[src/rtl/apb_wdog_timer.sv]
module apb_wdog_timer #(
  parameter int          ADDR_W     = 12,
  parameter int          CNT_W      = 32,
  parameter bit          STICKY_EN  = 1'b0,
  parameter logic [31:0] UNLOCK_KEY = 32'h1ACCE551
) (
  input  logic              pclk,
  input  logic              presetn,
  input  logic              psel,
  input  logic              penable,
  input  logic              pwrite,
  input  logic [ADDR_W-1:0] paddr,
  input  logic [31:0]       pwdata,
  output logic [31:0]       prdata,
  output logic              pready,
  output logic              pslverr,
  input  logic              tick,
  output logic              irq
);

  localparam int IW = ADDR_W - 2;
  localparam logic [IW-1:0] IX_RELOAD = IW'(12'h000 >> 2);
  localparam logic [IW-1:0] IX_COUNT  = IW'(12'h004 >> 2);
  localparam logic [IW-1:0] IX_CTRL   = IW'(12'h008 >> 2);
  localparam logic [IW-1:0] IX_ACK    = IW'(12'h00C >> 2);
  localparam logic [IW-1:0] IX_RAW    = IW'(12'h010 >> 2);
  localparam logic [IW-1:0] IX_MASKED = IW'(12'h014 >> 2);
  localparam logic [IW-1:0] IX_KEY    = IW'(12'hC00 >> 2);
  localparam logic [CNT_W-1:0] CNT_ONE = CNT_W'(1);

  logic [CNT_W-1:0] reload_q, count_q;
  logic             en_q, raw_q, locked_q;

  logic [IW-1:0] idx;
  logic          wr, wr_ok, wr_reload, wr_ctrl, wr_ack, wr_key;
  logic          ctrl_take, en_rise, cnt_step, hits_zero;

  assign idx       = paddr[ADDR_W-1:2];
  assign wr        = psel & penable & pwrite;
  assign wr_ok     = wr & ~locked_q;
  assign wr_reload = wr_ok & (idx == IX_RELOAD);
  assign wr_ctrl   = wr_ok & (idx == IX_CTRL);
  assign wr_ack    = wr_ok & (idx == IX_ACK);
  assign wr_key    = wr & (idx == IX_KEY);

  assign ctrl_take = wr_ctrl & ~(STICKY_EN & en_q);
  assign en_rise   = ctrl_take & pwdata[0] & ~en_q;
  assign cnt_step  = en_q & tick;
  assign hits_zero = cnt_step & (count_q == CNT_ONE) & ~wr_reload & ~wr_ack & ~en_rise;

  always_ff @(posedge pclk or negedge presetn) begin
    if (!presetn) begin
      reload_q <= '1;
      count_q  <= '1;
      en_q     <= 1'b0;
      raw_q    <= 1'b0;
      locked_q <= 1'b0;
    end else begin
      if (wr_reload) reload_q <= pwdata[CNT_W-1:0];
      if (ctrl_take) en_q <= pwdata[0];
      if (wr_key)    locked_q <= (pwdata != UNLOCK_KEY);

      if (wr_reload)                count_q <= pwdata[CNT_W-1:0];
      else if (wr_ack || en_rise)   count_q <= reload_q;
      else if (cnt_step)            count_q <= (count_q == '0) ? reload_q : count_q - CNT_ONE;

      if (wr_ack)         raw_q <= 1'b0;
      else if (hits_zero) raw_q <= 1'b1;
    end
  end

  always_comb begin
    prdata = '0;
    if (psel && !pwrite) begin
      case (idx)
        IX_RELOAD: prdata = 32'(reload_q);
        IX_COUNT:  prdata = 32'(count_q);
        IX_CTRL:   prdata = {31'b0, en_q};
        IX_RAW:    prdata = {31'b0, raw_q};
        IX_MASKED: prdata = {31'b0, raw_q & en_q};
        IX_KEY:    prdata = {31'b0, locked_q};
        default:   prdata = '0;
      endcase
    end
  end

  assign pready  = 1'b1;
  assign pslverr = 1'b0;
  assign irq     = raw_q & en_q;

  p_hold_r2: assert property (@(posedge pclk) disable iff (!presetn)
    (!en_q && !(psel && penable && pwrite)) |=> count_q == $past(count_q));

  p_reload_wr_r3: assert property (@(posedge pclk) disable iff (!presetn)
    (psel && penable && pwrite && !locked_q && idx == IX_RELOAD)
      |=> (count_q == $past(pwdata[CNT_W-1:0])) && (reload_q == $past(pwdata[CNT_W-1:0])));

  p_enable_edge_r4: assert property (@(posedge pclk) disable iff (!presetn)
    (psel && penable && pwrite && !locked_q && idx == IX_CTRL && pwdata[0] && !en_q)
      |=> en_q && (count_q == reload_q));

  p_zero_flag_r5: assert property (@(posedge pclk) disable iff (!presetn)
    (en_q && tick && count_q == CNT_ONE && !(psel && penable && pwrite))
      |=> raw_q && (count_q == '0));

  p_wrap_r5: assert property (@(posedge pclk) disable iff (!presetn)
    (en_q && tick && count_q == '0 && !(psel && penable && pwrite))
      |=> (count_q == $past(reload_q)) && (raw_q == $past(raw_q)));

  p_ack_r6: assert property (@(posedge pclk) disable iff (!presetn)
    (psel && penable && pwrite && !locked_q && idx == IX_ACK)
      |=> !raw_q && (count_q == reload_q));

  p_sticky_r8: assert property (@(posedge pclk) disable iff (!presetn)
    (STICKY_EN && en_q) |=> en_q);

  p_locked_r9: assert property (@(posedge pclk) disable iff (!presetn)
    (locked_q && !(psel && penable && pwrite && idx == IX_KEY))
      |=> $stable(reload_q) && $stable(en_q) && locked_q);

endmodule

[config.mk]
export PLATFORM = sky130hd
export DESIGN_NAME = apb_wdog_timer
export DESIGN_NICKNAME = d
export VERILOG_FILES = /design/src/rtl/apb_wdog_timer.sv
export SDC_FILE = /design/constraint.sdc
export NUM_CORES = 1
export LEC_CHECK = 0
export BUFFER_PORTS_ARGS = -buffer_cell sky130_fd_sc_hd__buf_2
export CAP_MARGIN = 20
export CORE_ASPECT_RATIO = 0.8
export CORE_MARGIN = 8
export CORE_UTILIZATION = 40
export CTS_CLUSTER_SIZE = 40
export DETAILED_ROUTE_END_ITERATION = 8
export PLACE_DENSITY = 0.72
export SYNTH_ARGS = -nofsm -noshare
export SYNTH_HDL_FRONTEND = slang
export SYNTH_SLANG_ARGS = --single-unit
[constraint.sdc]
create_clock -name pclk -period 5.4 [get_ports pclk]
set_input_delay 1.08 -clock pclk [delete_from_list [all_inputs] [get_ports pclk]]
set_output_delay 1.08 -clock pclk [all_outputs]
set_load 0.1 [all_outputs]
==> qor.json <==
{
  "logic_synthesis": {
    "async_flop_share": 1.00,
    "syn_area_mm2": 0.00455,
    "ys.flop_type": "sky130_fd_sc_hd__dfstp_2",
    "yosys_warnings": 0,
    "postSynthRegisterBits": 67,
    "synth-edff-count": 0,
    "synthDistinctLibCells": 69,
    "post_synth.cell_area_avg_um2": 8.15,
    "synthCells": 558,
    "synth.net_count": 610,
    "ys_seq_area_frac": 0.386
  },
  "cells_and_area": {
    "nets": 672,
    "layout_common_cells": "117 x sky130_fd_sc_hd__nand2_1, 80 x sky130_fd_sc_hd__buf_2, 64 x sky130_fd_sc_hd__dfstp_2",
    "mostFrequentLayoutCell": "sky130_fd_sc_hd__nand2_1",
    "final_cells": 773,
    "final_layout_size_suffix_gt1_frac": 0.307,
    "fillCellCount": 1120,
    "insertedDiodeCount": 0,
    "syn2layout_area_growth_pct": 17.7
  },
  "route": {
    "route.final.wire_length_um": 15000,
    "number_of_optimization_iterations_in_the_first_detailed_route_pass": 5,
    "drt_iter0_markers": 530,
    "route.vias.total": 4607,
    "detail_route.drc_violations": 0,
    "avgRoutedWirePerCell_um": 19.4,
    "viasPerCell": 5.96,
    "ant_nets": 0
  },
  "setup_path": {
    "critical-path-max-stage-delay_ns": 1.00,
    "worst_endpoint_data_arrival_time_ns": 3.48,
    "cp_cell_sequence": "buf_2 -> or3_4 -> nand2b_4 -> or4b_2 -> nor2_1 -> buf_2",
    "crit_required_ns": 4.32,
    "timing.critical_path.fanout_max": 32,
    "endpoint_kind": "output port",
    "critical_path.startpoint_type": "input port",
    "timing.critical_path.slowest_stage_cell": "sky130_fd_sc_hd__or4b_2",
    "cp_common_cell": "sky130_fd_sc_hd__buf_2",
    "criticalPathCategory": "in2out"
  },
  "floorplan": {
    "die_width_um": 135,
    "design.core.area_mm2": 0.0113,
    "die_height_um": 111,
    "initial_core_util": 0.403,
    "placementRows": 35,
    "number_of_ports_placed_on_the_die_boundary": 85,
    "dieArea_mm2": 0.0151
  },
  "clocking": {
    "clk_latency_worst_skew_pair_ns": 0.33,
    "post_cts.repair.setup_buffers": 0,
    "cts_bufs_inserted": 9,
    "clk_pin_slew_worst_paths_ns": 0.06,
    "clkSinkCount": 67,
    "clock_tree.buffer_depth": 2,
    "htree_num_levels": 3,
    "cts_tree": "built",
    "cts_resized": 0,
    "clock_tree.root_cell": "sky130_fd_sc_hd__clkbuf_16",
    "cts_hold_bufs": 0
  },
  "sta": {
    "relSlewSlack": 0.347,
    "grt_setup_unrepaired": "false",
    "post-route-period-util": 0.845,
    "worstMarginPinSlew_ns": 0.980,
    "tns_ns": 0,
    "timing.clock.skew_ns": 0.00717,
    "slew_violations": 0,
    "hold_slack_ns": 0.464,
    "final_hold_viol_count": 0,
    "setup_violations": 0,
    "fmax_mhz": 219,
    "timing.final.crit_period_ns": 4.56
  },
  "grt": {
    "maximum_number_of_pins_on_one_net_before_global_route_repair": 68,
    "first_global_vias": 4681,
    "antenna_violations_before_repair": 0,
    "total_track_usage": 0.199,
    "wire_length_of_the_first_global_routing_pass_um": 24400,
    "globalRoute.totalOverflow": 0
  },
  "status": {
    "outcome": "finished clean"
  },
  "power_and_ir_drop": {
    "leakage_nw": 2.22,
    "ir_worst_vdd_mv": 0.135,
    "p_per_area_mw_per_mm2": 226
  },
  "place": {
    "place_inst": 757,
    "detailedPlacementHpwl_um": 10700,
    "routabilityCongestion": 0.908,
    "port_buffers": 80
  },
  "job": {
    "max_cap_violations": 0
  },
  "hold_path": {
    "worst_hold_path_class": "reg2reg"
  }
}
logic make-up after synthesis:
logic type,synth area share
buffers and inverters,0.0457
other,0.00165
xor gates and xnor gates,0.0116
muxes,0.0204
AOI/OAI and AO/OA,0.201
adders and majority gates,0.00550
and+or+nand+nor,0.328
DFF,0.386
synth_stat cells, types with 6 or more instances:
cell,n,share of area
sky130_fd_sc_hd__clkbuf_1,21,0.017
sky130_fd_sc_hd__dfstp_2,64,0.37
sky130_fd_sc_hd__or4_1,10,0.017
sky130_fd_sc_hd__a22o_1,7,0.013
sky130_fd_sc_hd__nor2_1,61,0.050
sky130_fd_sc_hd__or3_1,9,0.012
sky130_fd_sc_hd__buf_2,10,0.011
sky130_fd_sc_hd__nor3_1,21,0.023
sky130_fd_sc_hd__mux2i_1,7,0.015
sky130_fd_sc_hd__nand3_1,15,0.017
sky130_fd_sc_hd__or2_2,6,0.0083
sky130_fd_sc_hd__nand2_1,117,0.097
sky130_fd_sc_hd__a211o_1,6,0.012
sky130_fd_sc_hd__nor4_1,7,0.0096
sky130_fd_sc_hd__a21oi_1,18,0.020
sky130_fd_sc_hd__o21ai_0,22,0.024
sky130_fd_sc_hd__a22oi_1,33,0.054
sky130_fd_sc_hd__inv_1,10,0.0083
sky130_fd_sc_hd__nand4_1,9,0.012
flip-flops by register name (all words and copies together), names as in the netlist:
register and flops:
locked_q 1, en_q 1, count_q 32, reload_q 32
raw_q 1
report_power, final:
part / internal [mW] / switching, mW / total (mW)
logic: 0.0190 / 0.0385 / 0.0575
registers: 0.505 / 0.000239 / 0.505
clock network: 0.408 / 0.240 / 0.648
total: 0.931 / 0.279 / 1.21
critical path: cells and delay by family:
family / cells / cell delay [ns]
simple gates: 4 / 1.84
buf+inv: 2 / 0.55
final timing paths:
path,startpoint,end,slack (ns),cells past startpoint
worst min-delay path,reload_q[5]$_DFFE_PN1P_,reload_q[5]$_DFFE_PN1P_,0.46,2
worst max-delay path,paddr[5],prdata[2],0.84,6
worst max register to register,count_q[0]$_DFFE_PN1P_,count_q[25]$_DFFE_PN1P_,2.25,8
min in group asynchronous,presetn,locked_q$_DFFE_PN0P_,0.95,2
max in group asynchronous,presetn,raw_q$_DFFE_PN0P_,3.88,2
worst min register to register,reload_q[5]$_DFFE_PN1P_,reload_q[5]$_DFFE_PN1P_,0.46,2
per-layer routing:
metal	global-route usage	up-vias	routed length (µm)
li1	-	2148	-
met1	0.273	2212	6750
met2	0.309	228	6840
met3	0.0365	19	1200
met4	0.0613	0	209
met5	0	-	0
metrics by stage:
step / utilization / setup WS [ns] / cell area [µm²] / total power, mW
finish: 0.474 / 0.840 / 5360 / 1.21
global route: 0.474 / 0.739 / 5360 / 1.24
CTS: 0.474 / 0.807 / 5360 / 1.22
detailed placement: 0.445 / 0.805 / 5030 / 0.570
global placement: 0.445 / 0.847 / 5030 / 0.569
floorplan: - / 0.433 / 4550 / 0.532
final cells by class:
type / count / area (µm²) / area share
tap: 148 / 185 / 0.0346
multi-input combinational: 444 / 2590 / 0.484
timing repair buffer: 88 / 460 / 0.0860
inverter: 10 / 37.5 / 0.00701
clock buffer: 9 / 225 / 0.0421
clock inverter: 7 / 100 / 0.0187
sequential: 67 / 1760 / 0.328
Note: power is estimated with default switching activity, not from simulation.
